===== src/rtl/mts_pkg.sv =====
package mts_pkg;
   typedef enum logic [2:0] {PH_IDLE, PH_FIRST, PH_SEED, PH_ALLRD, PH_RAND, PH_LAST, PH_DONE} phase_t;
   typedef enum logic [1:0] {OP_NOP, OP_WR, OP_PW, OP_RD} op_t;

   localparam int SEED_WRITES = 3;

   function automatic logic is_wr(input op_t o);
      return (o == OP_WR) || (o == OP_PW);
   endfunction
endpackage


===== src/rtl/mts_lfsr.sv =====
// Per-port pseudo-random word: 64-bit shift register advanced 32 places per cycle.
module mts_lfsr #(
   parameter int          OUT_W = 30,
   parameter logic [31:0] SALT  = 32'h0
) (
   input  logic              clk,
   input  logic              rst_n,
   input  logic              load,
   input  logic              step,
   input  logic [31:0]       seed,
   output logic [OUT_W-1:0]  rnd
);
   localparam int SW    = 64;
   localparam int STEPS = 32;

   logic [SW-1:0] st;

   function automatic logic [SW-1:0] adv(input logic [SW-1:0] s);
      logic [SW-1:0] t;
      t = s;
      for (int i = 0; i < STEPS; i++)
         t = {t[SW-2:0], t[63] ^ t[62] ^ t[60] ^ t[59]};
      return t;
   endfunction

   initial begin
      assert (OUT_W >= 1 && OUT_W <= SW) else $error("mts_lfsr: OUT_W out of range");
   end

   always_ff @(posedge clk or negedge rst_n) begin
      if (!rst_n)    st <= 64'h1;
      else if (load) st <= {seed ^ SALT, seed | 32'h1};
      else if (step) st <= adv(st);
   end

   assign rnd = st[OUT_W-1:0];
endmodule


===== src/rtl/mts_pick.sv =====
// Chooses one port's operation, address, data and mask for the current phase.
module mts_pick import mts_pkg::*; #(
   parameter int DW    = 16,
   parameter int AW    = 4,
   parameter int NM    = 4,
   parameter bit IS_RW = 1'b1,
   parameter int RB    = 6 + AW + DW + NM
) (
   input  phase_t              phase,
   input  logic [RB-1:0]       rnd,
   input  logic [(1<<AW)-1:0]  valid,
   input  logic [AW-1:0]       last_wr,
   input  logic [AW-1:0]       share_addr,
   output op_t                 op,
   output logic [AW-1:0]       addr,
   output logic [AW-1:0]       vaddr,
   output logic [DW-1:0]       data,
   output logic [NM-1:0]       mask
);
   logic [5:0]    f_op;
   logic [AW-1:0] f_a;
   logic [DW-1:0] f_d;
   logic [NM-1:0] f_m;
   logic [NM-1:0] pm;
   op_t           rop;

   assign f_op = rnd[5:0];
   assign f_a  = rnd[6 +: AW];
   assign f_d  = rnd[6+AW +: DW];
   assign f_m  = rnd[6+AW+DW +: NM];

   // stored address for reads and partial writes; falls back to the latest write
   assign vaddr = valid[f_a] ? f_a : last_wr;

   generate
      if (!IS_RW) begin : g_ro
         assign rop = (f_op % 6'd2 == 6'd0) ? OP_NOP : OP_RD;
      end else if (NM == 1) begin : g_full
         always_comb begin
            case (f_op % 6'd4)
               6'd0:    rop = OP_NOP;
               6'd1:    rop = OP_WR;
               default: rop = OP_RD;
            endcase
         end
      end else begin : g_part
         always_comb begin
            case (f_op % 6'd5)
               6'd0:    rop = OP_NOP;
               6'd1:    rop = OP_WR;
               6'd2:    rop = OP_PW;
               default: rop = OP_RD;
            endcase
         end
      end

      if (NM > 1) begin : g_mfix
         always_comb begin
            pm = f_m;
            if (f_m == '0)  pm[0] = 1'b1;
            else if (&f_m)  pm[0] = 1'b0;
         end
      end else begin : g_mone
         assign pm = '1;
      end
   endgenerate

   always_comb begin
      data = f_d;
      if (f_d == '0)  data[0] = 1'b1;
      else if (&f_d)  data[0] = 1'b0;
   end

   always_comb begin
      op   = OP_NOP;
      addr = f_a;
      mask = '1;
      case (phase)
         PH_SEED:  op = IS_RW ? OP_WR : OP_NOP;
         PH_ALLRD: begin
            op   = OP_RD;
            addr = share_addr;
         end
         PH_RAND: begin
            op = rop;
            if (rop == OP_RD || rop == OP_PW) addr = vaddr;
            if (rop == OP_PW) mask = pm;
         end
         default: ;
      endcase
   end
endmodule


===== src/rtl/memtest_seq.sv =====
module memtest_seq import mts_pkg::*; #(
   parameter int DATA_W      = 16,
   parameter int ADDR_W      = 4,
   parameter int SEG_W       = 4,
   parameter int RW_PORTS    = 2,
   parameter int RO_PORTS    = 1,
   parameter int RAND_CYCLES = 40,
   localparam int NP   = RW_PORTS + RO_PORTS,
   localparam int NM   = DATA_W / SEG_W,
   localparam int PIW  = (NP > 1) ? $clog2(NP) : 1,
   localparam int LAST_CYC = 5 + RAND_CYCLES,
   localparam int CW   = $clog2(LAST_CYC + 1)
) (
   input  logic                 clk,
   input  logic                 rst_n,
   input  logic                 start,
   input  logic [31:0]          seed,
   output logic [NP-1:0]        mem_cs,
   output logic [NP-1:0]        mem_we,
   output logic [NP*ADDR_W-1:0] mem_addr,
   output logic [NP*DATA_W-1:0] mem_wdata,
   output logic [NP*NM-1:0]     mem_wmask,
   input  logic [NP*DATA_W-1:0] mem_rdata,
   output logic                 done,
   output logic                 fail,
   output logic [PIW-1:0]       fail_port,
   output logic [CW-1:0]        fail_cycle
);
   localparam int DEPTH = 1 << ADDR_W;
   localparam int RB    = 6 + ADDR_W + DATA_W + NM;

   initial begin
      assert (DATA_W % SEG_W == 0) else $error("memtest_seq: DATA_W must be a multiple of SEG_W");
      assert (RW_PORTS >= 1)       else $error("memtest_seq: need a read-write port");
      assert (RB <= 64)            else $error("memtest_seq: random field too wide");
      assert (RAND_CYCLES >= 1)    else $error("memtest_seq: RAND_CYCLES must be positive");
   end

   phase_t              phase;
   logic [CW-1:0]       cyc;
   logic [DATA_W-1:0]   shadow [DEPTH];
   logic [DEPTH-1:0]    valid;
   logic [ADDR_W-1:0]   last_wr;
   logic [ADDR_W-1:0]   share_addr;
   op_t                 pk_op   [NP];
   op_t                 eff_op  [NP];
   logic [ADDR_W-1:0]   pk_addr [NP];
   logic [ADDR_W-1:0]   pk_vaddr[NP];
   logic [DATA_W-1:0]   pk_data [NP];
   logic [NM-1:0]       pk_mask [NP];
   logic [RB-1:0]       rnd     [NP];
   logic [NP-1:0]       chk_vld;
   logic [DATA_W-1:0]   chk_exp [NP];
   logic [CW-1:0]       chk_cyc;
   logic                load;
   logic                running;

   assign load       = start && (phase == PH_IDLE || phase == PH_DONE);
   assign running    = (phase != PH_IDLE) && (phase != PH_DONE);
   assign share_addr = pk_vaddr[0];
   assign done       = (phase == PH_DONE);

   // ---------------- per-port generators ----------------
   generate
      for (genvar g = 0; g < NP; g++) begin : g_port
         mts_lfsr #(.OUT_W(RB), .SALT(32'h9E37_79B9 * (g + 1))) u_rng (
            .clk(clk), .rst_n(rst_n), .load(load), .step(running),
            .seed(seed), .rnd(rnd[g]));

         mts_pick #(.DW(DATA_W), .AW(ADDR_W), .NM(NM), .IS_RW(g < RW_PORTS), .RB(RB)) u_pick (
            .phase(phase), .rnd(rnd[g]), .valid(valid), .last_wr(last_wr),
            .share_addr(share_addr), .op(pk_op[g]), .addr(pk_addr[g]),
            .vaddr(pk_vaddr[g]), .data(pk_data[g]), .mask(pk_mask[g]));

         assign mem_cs[g]                    = (eff_op[g] != OP_NOP);
         assign mem_we[g]                    = is_wr(eff_op[g]);
         assign mem_addr[g*ADDR_W +: ADDR_W] = pk_addr[g];
         assign mem_wdata[g*DATA_W +: DATA_W] = pk_data[g];
         assign mem_wmask[g*NM +: NM]        = is_wr(eff_op[g]) ? pk_mask[g] : '0;
      end
   endgenerate

   // ---------------- same-cycle address conflicts: lower port wins ----------------
   always_comb begin
      for (int p = 0; p < NP; p++) begin
         eff_op[p] = pk_op[p];
         for (int q = 0; q < p; q++) begin
            if (eff_op[q] != OP_NOP && (is_wr(eff_op[q]) || is_wr(pk_op[p]))
                && pk_addr[q] == pk_addr[p])
               eff_op[p] = OP_NOP;
         end
      end
   end

   // ---------------- phase sequencer ----------------
   always_ff @(posedge clk or negedge rst_n) begin
      if (!rst_n) begin
         phase <= PH_IDLE;
         cyc   <= '0;
      end else begin
         case (phase)
            PH_IDLE, PH_DONE: if (start) begin
               phase <= PH_FIRST;
               cyc   <= '0;
            end
            PH_FIRST: begin
               phase <= PH_SEED;
               cyc   <= cyc + 1'b1;
            end
            PH_SEED: begin
               if (cyc == CW'(SEED_WRITES)) phase <= PH_ALLRD;
               cyc <= cyc + 1'b1;
            end
            PH_ALLRD: begin
               phase <= PH_RAND;
               cyc   <= cyc + 1'b1;
            end
            PH_RAND: begin
               if (cyc == CW'(LAST_CYC - 1)) phase <= PH_LAST;
               cyc <= cyc + 1'b1;
            end
            PH_LAST: phase <= PH_DONE;
            default: phase <= PH_IDLE;
         endcase
      end
   end

   // ---------------- shadow copy ----------------
   always_ff @(posedge clk or negedge rst_n) begin
      if (!rst_n) begin
         valid   <= '0;
         last_wr <= '0;
      end else if (load) begin
         valid <= '0;
      end else begin
         for (int p = 0; p < NP; p++) begin
            if (mem_we[p]) begin
               valid[pk_addr[p]] <= 1'b1;
               last_wr           <= pk_addr[p];
            end
         end
      end
   end

   always_ff @(posedge clk) begin
      for (int p = 0; p < NP; p++)
         if (mem_we[p])
            for (int s = 0; s < NM; s++)
               if (pk_mask[p][s])
                  shadow[pk_addr[p]][s*SEG_W +: SEG_W] <= pk_data[p][s*SEG_W +: SEG_W];
   end

   // ---------------- read compare ----------------
   always_ff @(posedge clk) begin
      for (int p = 0; p < NP; p++)
         if (mem_cs[p] && !mem_we[p]) chk_exp[p] <= shadow[pk_addr[p]];
   end

   always_ff @(posedge clk or negedge rst_n) begin
      if (!rst_n) begin
         chk_vld    <= '0;
         chk_cyc    <= '0;
         fail       <= 1'b0;
         fail_port  <= '0;
         fail_cycle <= '0;
      end else if (load) begin
         chk_vld    <= '0;
         fail       <= 1'b0;
         fail_port  <= '0;
         fail_cycle <= '0;
      end else begin
         chk_vld <= mem_cs & ~mem_we;
         chk_cyc <= cyc;
         if (!fail) begin
            for (int p = NP - 1; p >= 0; p--) begin
               if (chk_vld[p] && mem_rdata[p*DATA_W +: DATA_W] != chk_exp[p]) begin
                  fail       <= 1'b1;
                  fail_port  <= PIW'(p);
                  fail_cycle <= chk_cyc;
               end
            end
         end
      end
   end

   // ---------------- assertions ----------------
   p_edges_idle_r1: assert property (@(posedge clk) disable iff (!rst_n)
      (phase == PH_FIRST || phase == PH_LAST) |-> mem_cs == '0);

   p_fail_hold_r10: assert property (@(posedge clk) disable iff (!rst_n)
      (fail && !start) |=> (fail && $stable(fail_cycle) && $stable(fail_port)));

   p_done_after_last_r11: assert property (@(posedge clk) disable iff (!rst_n)
      $rose(done) |-> $past(phase) == PH_LAST);

   generate
      for (genvar g = 0; g < NP; g++) begin : g_chk
         p_data_nontrivial_r5: assert property (@(posedge clk) disable iff (!rst_n)
            mem_we[g] |-> (mem_wdata[g*DATA_W +: DATA_W] != '0 && mem_wdata[g*DATA_W +: DATA_W] != '1));

         p_mask_nonzero_r6: assert property (@(posedge clk) disable iff (!rst_n)
            mem_we[g] |-> mem_wmask[g*NM +: NM] != '0);

         p_partial_stored_r6: assert property (@(posedge clk) disable iff (!rst_n)
            (mem_we[g] && mem_wmask[g*NM +: NM] != '1) |-> valid[mem_addr[g*ADDR_W +: ADDR_W]]);

         p_read_stored_r8: assert property (@(posedge clk) disable iff (!rst_n)
            (mem_cs[g] && !mem_we[g]) |-> valid[mem_addr[g*ADDR_W +: ADDR_W]]);

         p_allread_same_r3: assert property (@(posedge clk) disable iff (!rst_n)
            (phase == PH_ALLRD) |-> (mem_cs[g] && !mem_we[g]
                                     && mem_addr[g*ADDR_W +: ADDR_W] == mem_addr[0 +: ADDR_W]));

         if (g >= RW_PORTS) begin : g_ro
            p_seed_ro_idle_r2: assert property (@(posedge clk) disable iff (!rst_n)
               (phase == PH_SEED) |-> !mem_cs[g]);
         end else begin : g_rw
            p_seed_full_r2: assert property (@(posedge clk) disable iff (!rst_n)
               (phase == PH_SEED && mem_cs[g]) |-> (mem_we[g] && mem_wmask[g*NM +: NM] == '1));
         end

         for (genvar q = 0; q < NP; q++) begin : g_pair
            if (q < g) begin : g_lo
               p_no_clash_r7: assert property (@(posedge clk) disable iff (!rst_n)
                  (mem_cs[g] && mem_cs[q] && (mem_we[g] || mem_we[q]))
                  |-> mem_addr[g*ADDR_W +: ADDR_W] != mem_addr[q*ADDR_W +: ADDR_W]);
            end
         end
      end
   endgenerate
endmodule


===== config.mk =====
export PLATFORM = sky130hd
export DESIGN_NAME = memtest_seq
export DESIGN_NICKNAME = d
export VERILOG_FILES = /design/src/rtl/mts_pkg.sv /design/src/rtl/mts_lfsr.sv /design/src/rtl/mts_pick.sv /design/src/rtl/memtest_seq.sv
export SDC_FILE = /design/constraint.sdc
export NUM_CORES = 1
export LEC_CHECK = 0
export CAP_MARGIN = 15
export CORE_ASPECT_RATIO = 1.5
export CORE_MARGIN = 3
export CORE_UTILIZATION = 50
export CTS_BUF_LIST = sky130_fd_sc_hd__clkbuf_8
export DETAILED_ROUTE_END_ITERATION = 6
export GPL_TIMING_DRIVEN = 0
export PLACE_DENSITY = 0.74
export SYNTH_ARGS = -nofsm -noshare
export SYNTH_HDL_FRONTEND = slang
export SYNTH_SLANG_ARGS = --single-unit

===== constraint.sdc =====
create_clock -name clk -period 16.1 [get_ports clk]
set_clock_uncertainty 0.1 [all_clocks]
set_input_delay 1.61 -clock clk [delete_from_list [all_inputs] [get_ports clk]]
set_output_delay 1.61 -clock clk [all_outputs]
set_load 0.1 [all_outputs]

Word-level counts from Yosys, hierarchy flattened --
Memories as Yosys holds them, arrays and structs flattened. Cells that the tools add are included.
Word-level totals: output and inout port bits 88, memories kept 2, logic and storage cells 558, memory bits (writable) 304, register bits after elaboration 239
Memories:
- shadow | words 16, width 16, rd ports 3, clocked after memory_dff 0, wr ports 2, line memtest_seq.sv:41 | logic [DATA_W-1:0] shadow [DEPTH];
- chk_exp | words 3, width 16, rd ports 3, clocked after memory_dff 0, wr ports 3, line memtest_seq.sv:53 | logic [DATA_W-1:0] chk_exp [NP];
Cells by class: add/sub/neg operators 1, equal/unequal tests 39, reductions and logical operators 63, divide/modulo/power cells 2, multiplexer cells 133, order comparisons 9, bitwise logic cells 297
Operator list (number):
- $mux W64 | 6
- $xor A1 B1 Y1 | 288
- $mux W16 | 7
- $mux W4 | 20
- $mux W1 | 65
- $logic_not A16 Y1 | 3
- $ne A16 B16 Y1 | 3
- $or A16 B16 Y16 | 3
- $reduce_and A16 Y1 | 3
- $mux W6 | 6
- $lt A4 B5 Y1 const B | 6
- $pmux W2 S3 | 4
- $pmux W4 S2 | 3
- $eq A2 B2 Y1 const B | 11
- $not A20 Y20 | 1
- $not A19 Y19 | 1
- $eq A6 B2 Y1 const B | 3
- $logic_not A6 Y1 | 3
- $mux W2 | 9
- $not A18 Y18 | 1
- $pmux W3 S6 | 1
- $logic_and A1 B1 Y1 | 17
- $reduce_or A16 Y1 | 1
- $bmux W1 S4 | 3
- other kinds (32) | 76

Depth between registers and ports, before layout --
depth after elaboration 22, gate-level depth with buffers 28, depth with buffers taken out 23

Hierarchy --
From an unflattened synthesis, not the netlist that was laid out.
Second synthesis, totals: cells, all modules 3668, area, all modules 39421.6 um^2
By module, submodules not included:
- memtest_seq | area each 24654.9 um^2, instances 1, cells an instance 2130
- mts_lfsr (g_port[1].u_rng) | area each 4000.1 um^2, instances 1, cells an instance 377
- mts_lfsr (g_port[2].u_rng) | area each 3818.7 um^2, instances 1, cells an instance 374
- mts_lfsr (g_port[0].u_rng) | area each 3788.6 um^2, instances 1, cells an instance 377
- mts_pick (g_port[0].u_pick ...) | area each 1192.4 um^2, instances 2, cells an instance 153
- mts_pick (g_port[2].u_pick) | area each 774.5 um^2, instances 1, cells an instance 104

Worst setup path after synthesis --
Ideal clock, no wire load.
path type register to output, start register g_port[0].u_rng.st[5], end output mem_cs[2], path slack 5623 ps, cell stages (with the launch flop) 23, path buffers 4, required time 14390 ps, data arrival time 8767 ps, path through dfrtp_1 clkbuf_1 nand2b_1 o22ai_1 o21a_1 inv_1 ha_1 and3b_1 a2111oi_0 a21oi_1 a21oi_1 mux4_2 a31oi_1 mux2i_1 clkinv_1 xnor2_1 nand3_1 o31ai_1 ha_1 clkbuf_1 clkbuf_1 buf_1 a31oi_1
Between the ends: word-level cells in the longest chain between the ends 17, elaborated cells on any way between the ends 34, those cells by class div (1); eq/ne (10); mux (7); reduce/logical (16)
RTL lines:
- start: declaration | line mts_lfsr.sv:16 | logic [SW-1:0] st;
- start signal: assignment | line mts_lfsr.sv:32 | else if (load) st <= {seed ^ SALT, seed | 32'h1};
- start signal: assignment | line mts_lfsr.sv:33 | else if (step) st <= adv(st);
- $mod A6 B3 Y6 (*) | line mts_pick.sv:48 | case (f_op % 6'd5)
- $eq A6 B2 Y1 (tied with other cells) | line mts_pick.sv:48
- $pmux W2 S3 (*) | line mts_pick.sv:48
- $eq A2 B2 Y1 | line mts_pick.sv:86 | if (rop == OP_RD || rop == OP_PW) addr = vaddr;
- $logic_or A1 B1 Y1 (*) | line mts_pick.sv:86
- $mux W4 (*) | line mts_pick.sv:86
- $pmux W4 S2 (*) | line mts_pick.sv:78 | case (phase)
- via mem_addr[2] | line memtest_seq.sv:20 | output logic [NP*ADDR_W-1:0] mem_addr,
- (+3 left out)
- $eq A2 B1 Y1 or $eq A2 B2 Y1 (tied branches)
- $logic_or A1 B1 Y1 (*)
- via mem_we[1] | line memtest_seq.sv:19 | output logic [NP-1:0] mem_we,
- $logic_or A1 B1 Y1 (*) | line memtest_seq.sv:88 | if (eff_op[q] != OP_NOP && (is_wr(eff_op[q]) || is_wr(pk_op[p]))
- $logic_and A1 B1 Y1 (*) | line memtest_seq.sv:88
- $logic_and A1 B1 Y1 (*) | line memtest_seq.sv:89 | && pk_addr[q] == pk_addr[p])
- $mux W2 (*) | line memtest_seq.sv:88
- $reduce_bool A2 Y1 (*) | line memtest_seq.sv:75 | assign mem_cs[g] = (eff_op[g] != OP_NOP);
- end: declaration | line memtest_seq.sv:18 | output logic [NP-1:0] mem_cs,
The timed path passes the listed nets; every way through them passes the cells marked *.

Worst setup path in the final report --
start register g_port[1].u_rng.st[3], end output mem_cs[2]
Between the ends: word-level cells in the longest chain between the ends 17, elaborated cells on any way between the ends 29, those cells by class div (1); eq/ne (10); mux (6); reduce/logical (12)
RTL lines:
- start: declaration | line mts_lfsr.sv:16
- start signal: assignment | line mts_lfsr.sv:32
- start signal: assignment | line mts_lfsr.sv:33
- $mod A6 B3 Y6 (*) | line mts_pick.sv:48
- $eq A6 B2 Y1 (tied with other cells) | line mts_pick.sv:48
- $pmux W2 S3 (*) | line mts_pick.sv:48
- $eq A2 B2 Y1 or $pmux W2 S3 (tied branches) | line mts_pick.sv:86, mts_pick.sv:78
- $logic_or A1 B1 Y1 (tied with other cells) | line mts_pick.sv:86
- $mux W4 or $logic_or A1 B1 Y1 (tied branches) | line mts_pick.sv:86, mts_pkg.sv:8
- $pmux W4 S2 or $logic_or A1 B1 Y1 (tied branches) | line mts_pick.sv:78, memtest_seq.sv:88
- $eq A4 B4 Y1 or $logic_and A1 B1 Y1 (tied branches) | line memtest_seq.sv:89, memtest_seq.sv:88
- $logic_and A1 B1 Y1 | line memtest_seq.sv:89
- $mux W2 | line memtest_seq.sv:88
- $eq A2 B1 Y1 or $eq A2 B2 Y1 (tied branches) | line mts_pkg.sv:8 | return (o == OP_WR) || (o == OP_PW);
- $logic_or A1 B1 Y1 | line mts_pkg.sv:8
- $logic_or A1 B1 Y1 | line memtest_seq.sv:88
- $logic_and A1 B1 Y1 | line memtest_seq.sv:88
- $logic_and A1 B1 Y1 (*) | line memtest_seq.sv:89
- $mux W2 (*) | line memtest_seq.sv:88
- $reduce_bool A2 Y1 (*) | line memtest_seq.sv:75
Mark *: on every way between the ends. The rest lies on a longest branch, timed or not.

==> out/summary.txt <==
vias per cell = 7.01
Yosys warning count = 0
number of gates resized after CTS = 0
setup violation total in the final timing report = 0
sum of overflow across all layers after global routing = 0
IO buf count = 165
GR Util All Layers = 49.4%
worst-path maximum fanout = 10
DRT antenna net count = 0
root buffer selected by CTS = clkbuf_8
Worst Tran Pin Value = 1.38 ns
Reg clk slew, reported paths = 0.06 ns
Inserted Clock Buffers = 89
relative area change from synthesis to final layout = 14.3%
fraction of the yosys area taken by sequential cells = 42.4%
Clock Latency Late Sink = 0.81 ns
full die area = 74500 um2
width of the chip = 224 um
number of DRC markers after the initial detailed-route iteration = 4665
max_cap viols = 0
kind of start point of the critical path = register
ratio of cells with drive above 1 in the final layout = 12.0%
total DRC errors in the routed layout = 0
most frequent cell after synthesis = nand2_1
relative slew slack = 7.99%
achievable clock frequency = 76.9 MHz
outcome = completed
Placed Cells = 4673
number of synthesized register bits = 543
final wirelength = 187 mm
CTS sink count = 543
average wire per cell in the routed design = 38.3 um
final critical path time including I/O delays and setup = 13.00 ns
Crit path top cell by count = clkbuf_1
critical setup path kind = reg2out
die extent in y = 333 um
fill cell total of the finished layout = 6278
Critical R2R Capture = shadow[13][10]$_DFFE_PP_
data arrival at the endpoint of the critical path = 11.29 ns
clock tree from TritonCTS = done
cell type with the highest aggregate area in the netlist = edfxtp_1
path depth of the worst reg2reg path = 27
Hold Path Depth = 2
Boundary Pins = 171
Worst EP required = 14.39 ns
first-pass GRT wire length = 256 mm
R2R Setup Slk = 5.23 ns
leading cell types by count after synthesis = nand2_1, edfxtp_1, clkbuf_1, dfrtp_1, xnor2_1
Post-Route Hold Slack = 0.372 ns
standard cell core area = 70400 um2
vias after detailed routing = 34100
count of TritonRoute iterations in the first routing pass = 6
Final Max Tran Viols = 0
class of the most critical hold timing path = reg2reg
routability congestion estimate from global placement = 1.10
final total negative setup slack = 0 ns
dominant register cell in the synthesized netlist = edfxtp_1
H-Tree Depth = 3
number of buffers inserted by hold repair at cts = 0
number of non-filler instances in the completed layout = 4866
number of placement rows = 119
Min-Delay Endpoint = chk_cyc[5]$_DFFE_PN0N_
final worst path period share = 80.7%
initial standard-cell utilization of the core = 50.6%
synthesized netlist cell count = 3582
placed wire-length estimate = 140 mm
netlist area before placement = 35600 um2
cell with the biggest individual delay on the critical path = clkdlybuf4s50_1
unrepaired setup endpoints after global routing = no
CP endpoint kind = primary output
post-CTS repair timing setup buffer count = 0
number of nets in the final layout = 3965
post-synthesis cell type count = 91
leading post-synthesis cells by cell area = edfxtp_1, dfrtp_1, nand2_1, mux2_1, xnor2_1
via count of the first global-routing pass = 33700
biggest cell delay along the critical path = 1.29 ns
antenna violations before repair = 17
Bufs on Longest Clock Path = 3
number of endpoints with negative hold slack in the final report = 0
share of async-settable or async-resettable flops after synthesis = 44.0%
pin count of the biggest net entering global routing = 118
count of flip-flops with a built-in enable after synthesis = 304
Min-Delay Startpoint = chk_cyc[5]$_DFFE_PN0N_
top cell type's share of synthesized area = 25.6%
critical register-to-register path startpoint = g_port[1].u_rng.st[3]$_DFFE_PN0P_
average instance area after synthesis = 9.94 um2
==> worst max-delay path: cells and delay by family (launching register included) <==
family                   cells  cell delay [ns]
multiplexers                 1             0.18
XOR/XNOR                     1             0.18
buffers and inverters       10             4.37
adder cells (fa/ha/maj)      3             0.93
AND/OR/NAND/NOR              3             0.62
AO/OA/AOI/OAI                9             3.67
flip-flops                   1             0.53
==> worst max-delay path by stage <==
stage                     slack, ns  cells after the start            endpoint                              start
after floorplan                5.62                     22           mem_cs[2]  g_port[0].u_rng.st[5]$_DFFE_PN0P_
after global placement         2.91                      1  cyc[1]$_DFFE_PN0P_                              rst_n
after detailed placement       4.37                     27           mem_cs[2]  g_port[1].u_rng.st[3]$_DFFE_PN0P_
after CTS                      3.55                     27           mem_cs[2]  g_port[1].u_rng.st[3]$_DFFE_PN0P_
after global routing           2.90                     27           mem_cs[2]  g_port[1].u_rng.st[3]$_DFFE_PN0P_
final                          3.10                     27           mem_cs[2]  g_port[1].u_rng.st[3]$_DFFE_PN0P_
==> cell families after synthesis <==
kind of cell,after synthesis,share of synthesized area (%)
xor gates and xnor gates,261,6.42
muxes,435,15.9
other,1,0.0105
buffers and inverters,415,5.20
AOI/OAI and AO/OA,758,14.7
and+or+nand+nor,1157,14.9
DFF,543,42.4
adders and majority gates,12,0.422
==> layout by cell type (no fill, tap or decap), drive strengths merged, types with 13 or more instances in the layout <==
master	count
clkinv	26
mux2i	94
o21bai	17
and2	23
edfxtp	304
or4	16
clkbuf	352
nand2	667
dfrtp	236
mux2	263
nand4	18
nor4	23
a21boi	75
mux4	78
nor3	33
a31oi	90
o21a	16
clkdlybuf4s50	164
a21oi	118
a22oi	37
o22ai	28
xnor2	211
diode	13
nor2	156
buf	153
o21ai	120
a311oi	114
inv	74
xor2	50
a211oi	71
nor3b	65
nand3	82
and3	35
==> per-layer routing <==
metal	global-route usage [%]	share of wire (%)	wire length [um]	vias up
met5	0	0.027	51	-
met4	51.5	13	24600	8
met3	16.1	11	20000	1025
met2	75.7	45	83200	2806
met1	51.4	31	58700	16600
li1	-	-	-	13700
==> state kept, by name, indices dropped and copies added, names as in the netlist <==
signal,flops
chk_cyc,6
chk_exp,48
chk_vld,3
cyc,6
fail,1
fail_cycle,6
fail_port,2
g_port.u_rng.st,192
last_wr,4
phase,3
shadow,256
valid,16
==> stage by stage <==
stage                     setup slack (ns)  utilization (%)  cell area [um2]
after floorplan                       5.62                -            35600
after global placement                2.91             54.5            38400
after CTS                             3.55             57.5            40500
final                                 3.10             57.8            40700
after global routing                  2.90             57.8            40700
after detailed placement              4.37             54.8            38600
==> layout make-up <==
type | count | area, um2 | area share, %
multi-input cells | 2628 | 18700 | 45.9
flip-flops and latches | 543 | 15100 | 37.1
repair buffers | 193 | 2040 | 5.02
plain buffers | 372 | 1690 | 4.16
clock buffers | 104 | 1430 | 3.52
well taps | 907 | 1130 | 2.79
clock inverters | 63 | 424 | 1.04
inverters | 43 | 161 | 0.397
diodes | 13 | 32.5 | 0.0799
Power is not shown: default switching activity piles up to over one toggle a cycle in this logic, so the estimate is an artifact.
